### config.mk
export PLATFORM = sky130hd
export DESIGN_NAME = fsync_gen
export DESIGN_NICKNAME = d
export VERILOG_FILES = /design/src/rtl/fsync_pkg.sv /design/src/rtl/fsync_slot_counter.sv /design/src/rtl/fsync_lane.sv /design/src/rtl/fsync_gen.sv
export SDC_FILE = /design/constraint.sdc
export NUM_CORES = 1
export LEC_CHECK = 0
export BUFFER_PORTS_ARGS = -buffer_cell sky130_fd_sc_hd__buf_2
export CAP_MARGIN = 0
export CORE_MARGIN = 2
export CORE_UTILIZATION = 30
export CTS_BUF_LIST = sky130_fd_sc_hd__clkbuf_4
export CTS_CLUSTER_SIZE = 16
export DETAILED_ROUTE_END_ITERATION = 10
export HOLD_SLACK_MARGIN = 0.08
export PLACE_DENSITY = 0.45
export SETUP_SLACK_MARGIN = 0.2
export SKIP_LAST_GASP = 1
export SYNTH_ARGS = -nofsm -noshare
export SYNTH_HDL_FRONTEND = slang
export SYNTH_HIERARCHICAL = 1
export SYNTH_SLANG_ARGS = --single-unit
export TNS_END_PERCENT = 5
### constraint.sdc
create_clock -name bclk -period 2.1 [get_ports bclk]
set_input_delay 0.21 -clock bclk [delete_from_list [all_inputs] [get_ports bclk]]
set_output_delay 0.21 -clock bclk [all_outputs]
set_load 0.005 [all_outputs]
### src/rtl/fsync_pkg.sv
`timescale 1ns/1ps
package fsync_pkg;

  typedef enum logic {
    REF_SHARED = 1'b0,
    REF_SPLIT  = 1'b1
  } ref_mode_e;

  // next frame position, wrapping at the frame length
  function automatic int pos_step(int pos, int frame_len);
    if (pos >= frame_len - 1) return 0;
    return pos + 1;
  endfunction

  function automatic int slot_of(int pos, int slot_cyc);
    return pos / slot_cyc;
  endfunction

  function automatic int bit_of(int pos, int slot_cyc);
    return pos % slot_cyc;
  endfunction

  function automatic logic is_last_bit(int pos, int slot_cyc);
    return (pos % slot_cyc) == (slot_cyc - 1);
  endfunction

endpackage

### src/rtl/fsync_slot_counter.sv
`timescale 1ns/1ps
module fsync_slot_counter
  import fsync_pkg::*;
#(
  parameter int SLOT_CYC  = 8,
  parameter int NUM_SLOTS = 64,
  parameter int POS_W     = 9,
  parameter int SLOT_W    = 6,
  parameter int BIT_W     = 3
) (
  input  logic              clk,
  input  logic              rst_n,
  input  logic              sync,
  output logic [SLOT_W-1:0] slot_o,
  output logic [BIT_W-1:0]  bit_o,
  output logic              load_o
);

  localparam int FRAME_LEN = SLOT_CYC * NUM_SLOTS;

  logic [POS_W-1:0] pos_q;
  logic             started_q;
  logic             last_bit;

  assign last_bit = is_last_bit(int'(pos_q), SLOT_CYC);
  assign slot_o   = SLOT_W'(slot_of(int'(pos_q), SLOT_CYC));
  assign bit_o    = BIT_W'(bit_of(int'(pos_q), SLOT_CYC));
  // the coming rising edge begins a new slot
  assign load_o   = sync | last_bit;

  always_ff @(posedge clk or negedge rst_n) begin
    if (!rst_n) begin
      pos_q     <= POS_W'(FRAME_LEN - 1);
      started_q <= 1'b0;
    end else begin
      started_q <= 1'b1;
      if (sync) pos_q <= '0;
      else      pos_q <= POS_W'(pos_step(int'(pos_q), FRAME_LEN));
    end
  end

  // a sampled sync restarts the frame at position 0
  a_r7_sync_restart: assert property (@(posedge clk) disable iff (!rst_n)
    (started_q && $past(sync)) |-> (pos_q == '0));

  // without sync the position advances by one, wrapping at the frame end
  a_r6_wrap_step: assert property (@(posedge clk) disable iff (!rst_n)
    (started_q && !$past(sync)) |->
      (int'(pos_q) == pos_step(int'($past(pos_q)), FRAME_LEN)));

endmodule

### src/rtl/fsync_lane.sv
`timescale 1ns/1ps
module fsync_lane #(
  parameter int SLOT_W = 6,
  parameter int BIT_W  = 3
) (
  input  logic              clk,
  input  logic              rst_n,
  input  logic              load,
  input  logic              cfg_valid,
  input  logic [SLOT_W-1:0] cfg_slot,
  input  logic [SLOT_W-1:0] cur_slot,
  input  logic [BIT_W-1:0]  cur_bit,
  output logic              match_o,
  output logic              fs_o
);

  logic              sh_valid_q;
  logic [SLOT_W-1:0] sh_slot_q;
  logic              fs_q;

  // shadow copy of the table entry, refreshed only at slot starts
  always_ff @(posedge clk or negedge rst_n) begin
    if (!rst_n) begin
      sh_valid_q <= 1'b0;
      sh_slot_q  <= '0;
    end else if (load) begin
      sh_valid_q <= cfg_valid;
      sh_slot_q  <= cfg_slot;
    end
  end

  assign match_o = sh_valid_q && (cur_slot == sh_slot_q);

  // strobe launched from the falling edge
  always_ff @(negedge clk or negedge rst_n) begin
    if (!rst_n) fs_q <= 1'b0;
    else        fs_q <= match_o;
  end

  assign fs_o = fs_q;

  // the latched entry holds between slot starts
  a_r8_shadow_hold: assert property (@(posedge clk) disable iff (!rst_n)
    !load |=> ($stable(sh_valid_q) && $stable(sh_slot_q)));

  // a strobe is never high without a valid entry
  a_r3_valid_needed: assert property (@(posedge clk) disable iff (!rst_n)
    fs_q |-> sh_valid_q);

  // strobe edges fall on slot boundaries only
  a_r2_rise_at_bit0: assert property (@(posedge clk) disable iff (!rst_n)
    $rose(fs_q) |-> (cur_bit == '0));

  a_r2_fall_at_bit0: assert property (@(posedge clk) disable iff (!rst_n)
    $fell(fs_q) |-> (cur_bit == '0));

endmodule

### src/rtl/fsync_gen.sv
`timescale 1ns/1ps
module fsync_gen
  import fsync_pkg::*;
#(
  parameter int LANES     = 4,
  parameter int SLOT_CYC  = 8,
  parameter int NUM_SLOTS = 64
) (
  input  logic                                  bclk,
  input  logic                                  rst_n,
  input  logic                                  mode_split,
  input  logic                                  tx_sync,
  input  logic                                  rx_sync,
  input  logic [2*LANES-1:0]                    asg_valid,
  input  logic [2*LANES*$clog2(NUM_SLOTS)-1:0]  asg_slot,
  output logic [LANES-1:0]                      fs_tx,
  output logic [LANES-1:0]                      fs_rx,
  output logic                                  tx_busy_n
);

  localparam int POS_W  = $clog2(SLOT_CYC * NUM_SLOTS);
  localparam int SLOT_W = $clog2(NUM_SLOTS);
  localparam int BIT_W  = $clog2(SLOT_CYC);
  localparam int NOUT   = 2 * LANES;

  ref_mode_e ref_mode;
  assign ref_mode = ref_mode_e'(mode_split);

  logic [SLOT_W-1:0] tx_slot, rx_slot, rxr_slot;
  logic [BIT_W-1:0]  tx_bit, rx_bit, rxr_bit;
  logic              tx_load, rx_load, rxr_load;

  fsync_slot_counter #(
    .SLOT_CYC(SLOT_CYC), .NUM_SLOTS(NUM_SLOTS),
    .POS_W(POS_W), .SLOT_W(SLOT_W), .BIT_W(BIT_W)
  ) u_tx_cnt (
    .clk(bclk), .rst_n(rst_n), .sync(tx_sync),
    .slot_o(tx_slot), .bit_o(tx_bit), .load_o(tx_load)
  );

  fsync_slot_counter #(
    .SLOT_CYC(SLOT_CYC), .NUM_SLOTS(NUM_SLOTS),
    .POS_W(POS_W), .SLOT_W(SLOT_W), .BIT_W(BIT_W)
  ) u_rx_cnt (
    .clk(bclk), .rst_n(rst_n), .sync(rx_sync),
    .slot_o(rx_slot), .bit_o(rx_bit), .load_o(rx_load)
  );

  // receive lanes follow their own counter only in split mode
  always_comb begin
    if (ref_mode == REF_SPLIT) begin
      rxr_slot = rx_slot;
      rxr_bit  = rx_bit;
      rxr_load = rx_load;
    end else begin
      rxr_slot = tx_slot;
      rxr_bit  = tx_bit;
      rxr_load = tx_load;
    end
  end

  logic [NOUT-1:0] lane_match;
  logic [NOUT-1:0] lane_fs;

  for (genvar g = 0; g < NOUT; g++) begin : g_lane
    logic              l_load;
    logic [SLOT_W-1:0] l_slot;
    logic [BIT_W-1:0]  l_bit;
    if (g < LANES) begin : g_tx
      assign l_load = tx_load;
      assign l_slot = tx_slot;
      assign l_bit  = tx_bit;
    end else begin : g_rx
      assign l_load = rxr_load;
      assign l_slot = rxr_slot;
      assign l_bit  = rxr_bit;
    end
    fsync_lane #(.SLOT_W(SLOT_W), .BIT_W(BIT_W)) u_lane (
      .clk(bclk), .rst_n(rst_n), .load(l_load),
      .cfg_valid(asg_valid[g]),
      .cfg_slot(asg_slot[g*SLOT_W +: SLOT_W]),
      .cur_slot(l_slot), .cur_bit(l_bit),
      .match_o(lane_match[g]), .fs_o(lane_fs[g])
    );
  end

  logic busy_n_q;
  always_ff @(negedge bclk or negedge rst_n) begin
    if (!rst_n) busy_n_q <= 1'b1;
    else        busy_n_q <= ~|lane_match[LANES-1:0];
  end

  assign fs_tx     = lane_fs[LANES-1:0];
  assign fs_rx     = lane_fs[NOUT-1:LANES];
  assign tx_busy_n = busy_n_q;

  // busy indicator agrees with the transmit strobes
  a_r9_busy_tracks: assert property (@(posedge bclk) disable iff (!rst_n)
    tx_busy_n == !(|fs_tx));

endmodule

; Yosys cells after proc, flatten, opt, wreduce, memory -nomap -nowiden
; Cells that the tools add are included.
[word_totals]
ff_bits = 83
latchBits = 0
ramBits = 0
rom_bits = 0
input_bits = 61
out_inout_bits = 9
wordCells = 63
n_memories = 0
[op_classes]
n_addsub = 2
multipliers = 0
div_mod_pow = 0
n_lt_le_gt_ge = 2
eq_ne = 10
shift = 0
muxes = 10
bitwise = 2
reduce_logical = 10
[op_table]
columns = op, count
row1 = 6-bit == test, 8
row2 = 9-bit 2-to-1 mux, 4
row3 = 9-bit by 1-bit adder with 9-bit output (second input constant), 2
row4 = 9-bit >= comparator (second input constant), 2
row5 = 1-bit logical AND, 8
row6 = 3-bit by 1-bit == test with 1-bit output (second input constant), 2
row7 = 6-bit 2-to-1 mux, 1
row8 = 1-bit 2-to-1 mux, 5
row9 = 4-bit OR reduction, 1
row10 = 1-bit OR, 2
row11 = 1-bit logical NOT, 1

; Depth between registers and ports, before layout
[logic_depth]
word_depth = 5
depth_mapped = 7

; By module
; Netlist, hierarchy kept.
[modules_own_cells]
columns = module, instances, cells_each, area_each_um2
row1 = fsync_lane, 8, 24, 361.6
row2 = fsync_slot_counter, 2, 44, 461.7
row3 = fsync_gen, 1, 14, 197.7

==> results.yml <==
pwr:
  total_power_mw: 3.16
  vdd_drop_max_uv: 315
  p_int_mw: 2.30
  sw_frac_of_total: 0.272
  clockPowerShare: 0.256
  p_comb_frac: 0.158
  p_switching_mw: 0.858
  p_per_area_nw_per_um2: 592
  sequentialPowerShare: 0.586
  p_leak_nw: 2.30
final_layout:
  drive_gt1_frac: 0.453
  nets: 508
  finish.cell_count_without_fillers: 622
  multi_input_area_um2: 1790
  final_common_cell: "buf_2"
  fill_cells: 1278
  antenna_cells: 0
  area_growth_pct: 34.4
  regArea_um2: 2100
  mostFrequentLayoutCells: "buf_2 (68), dlygate4sd3_1 (59), mux2_2 (56), dfrtp_1 (56), xor2_1 (26)"
critical_path:
  worstReg2RegEnd: "tx_busy_n"
  rr_worst_depth: 4
  path_buf_inv: 0
  reg2reg_slack_ns: -0.38
  crit_path_start_kind: "flip-flop"
  cpMaxStageDelayCell: "dfstp_4"
  cp-end-kind: "flip-flop"
  slowest_delay_ns: 0.73
  path_max_fanout: 6
  path_cells: "xnor2_2, nand4_1, nor4_2, nor4_1"
  cp.arrival_ns: 1.82
  path_delay_family: "flip-flops"
  reg2reg_from: "u_tx_cnt/pos_q[7]"
  critical_path_class: "reg -> reg"
  critPathRequiredTime_ns: 1.44
routing:
  vias: 2708
  drtPass1Iterations: 4
  ant_nets: 0
  via_per_inst: 4.35
  drtIter0Drc: 58
  wire_per_inst_um: 14.5
  drc_errors: 0
  wirelength_um: 9000
floorplanning:
  start_util: 0.303
  core_um2: 13100
  die-area_um2: 14200
  design.portCount: 70
  die_height_um: 119
  placement_rows: 42
  die_w_um: 119
timing:
  rsz0062_at_grt: "true"
  slew_viol_final: 0
  setup_violations: 18
  hold_viol_final: 0
  fin_tns_setup_ns: -3.69
  slew_headroom: 0.710
  finalClockSkew_ns: 0.0562
  worst_pin_slew_ns: 0.434
  timing.final.ws_setup_ns: -0.380
placed_design:
  place_congestion: 0.771
  place_hpwl_um: 6470
  port_buffers: 69
  dp_slack_ns: -0.418
  dp_cells: 542
grt:
  gr-total-overflow: 0
  track_usage: 0.137
  grt_antenna_before_repair: 0
  grt_pass1_wl_um: 14800
  grt_max_degree: 34
  first_global_vias: 2918
clocking:
  htreeDepth: 3
  cts.clk_slew.worst_paths_ns: 0.14
  cts_buffer_depth: 2
  cts_tree: "yes"
  cts_made_buffers: 9
  root_buffer: "clkbuf_4"
  cts.sinks: 83
  clk_latency_ns: 0.45
synth:
  synth_cells: 291
  synth_nets: 358
  synthesis.area_um2: 3970
  synth_warnings: 6
  synth_area_per_cell_um2: 13.6
run_status:
  status: "finished with violations"
  failed_checks: "setup timing"
job:
  maxCapViolCount: 0
hold_path:
  hold_path.class: "in -> async"
[final cells by class]
cell class | instances | share of cell area
sequential | 83 | 0.395
multi-input combinational | 196 | 0.335
timing repair buffer | 148 | 0.206
tap | 176 | 0.0413
clock buffer | 9 | 0.0127
clock inverter | 8 | 0.00892
inverter | 2 | 0.00141
[worst max-delay path by stage]
stage,startpoint,to,cells past startpoint
final,u_tx_cnt/pos_q[7],tx_busy_n,4
after global routing,u_tx_cnt/pos_q[7],tx_busy_n,4
after CTS,u_tx_cnt/pos_q[3],tx_busy_n,4
after detailed placement,u_tx_cnt/pos_q[7],tx_busy_n,4
after global placement,u_tx_cnt/pos_q[7],tx_busy_n,4
after floorplan,u_tx_cnt/pos_q[4],g_lane[4].u_lane/fs_o,3
[sequential cells by signal, indices dropped and copies added (netlist names)]
signal / count
u_rx_cnt/pos_q: 9
g_lane.u_lane/sh_slot_q: 48
u_tx_cnt/pos_q: 9
tx_busy_n: 1
g_lane.u_lane/fs_o: 8
g_lane.u_lane/sh_valid_q: 8
[through the flow]
| stage | util | hold WS (ns) | area (um2) |
|---|---|---|---|
| 6_report | 0.408 | 0.187 | 5330 |
| 5_1_grt | 0.408 | 0.161 | 5330 |
| 4_1_cts | 0.402 | 0.150 | 5260 |
| 3_5_place_dp | 0.348 | 0.137 | 4550 |
| 3_3_place_gp | 0.348 | 0.140 | 4550 |
| 2_1_floorplan | - | -0.0856 | 3970 |
[metal layers]
layer,share of wire,vias to the layer above,global-route usage
met4,0.011,0,0.0379
met1,0.45,1315,0.165
li1,-,1327,-
met5,0,-,0
met3,0.045,8,0.0465
met2,0.50,58,0.232
[power by group through the flow]
stage	clock network, mW	logic [mW]	registers, mW
floorplan	0.00596	0.298	1.84
global placement	0.00596	0.407	1.88
detailed placement	0.00596	0.414	1.88
CTS	0.867	0.501	1.85
global route	0.931	0.555	1.87
finish	0.809	0.499	1.85
[timing repair]
action,in CTS,in global routing
resized for setup,1,4
hold buffers,59,0
hold endpoints to repair,104,0
setup endpoints to repair,74,74
pin swaps,1,3
setup buffers,1,4
Power figures use the tool's default switching activity.
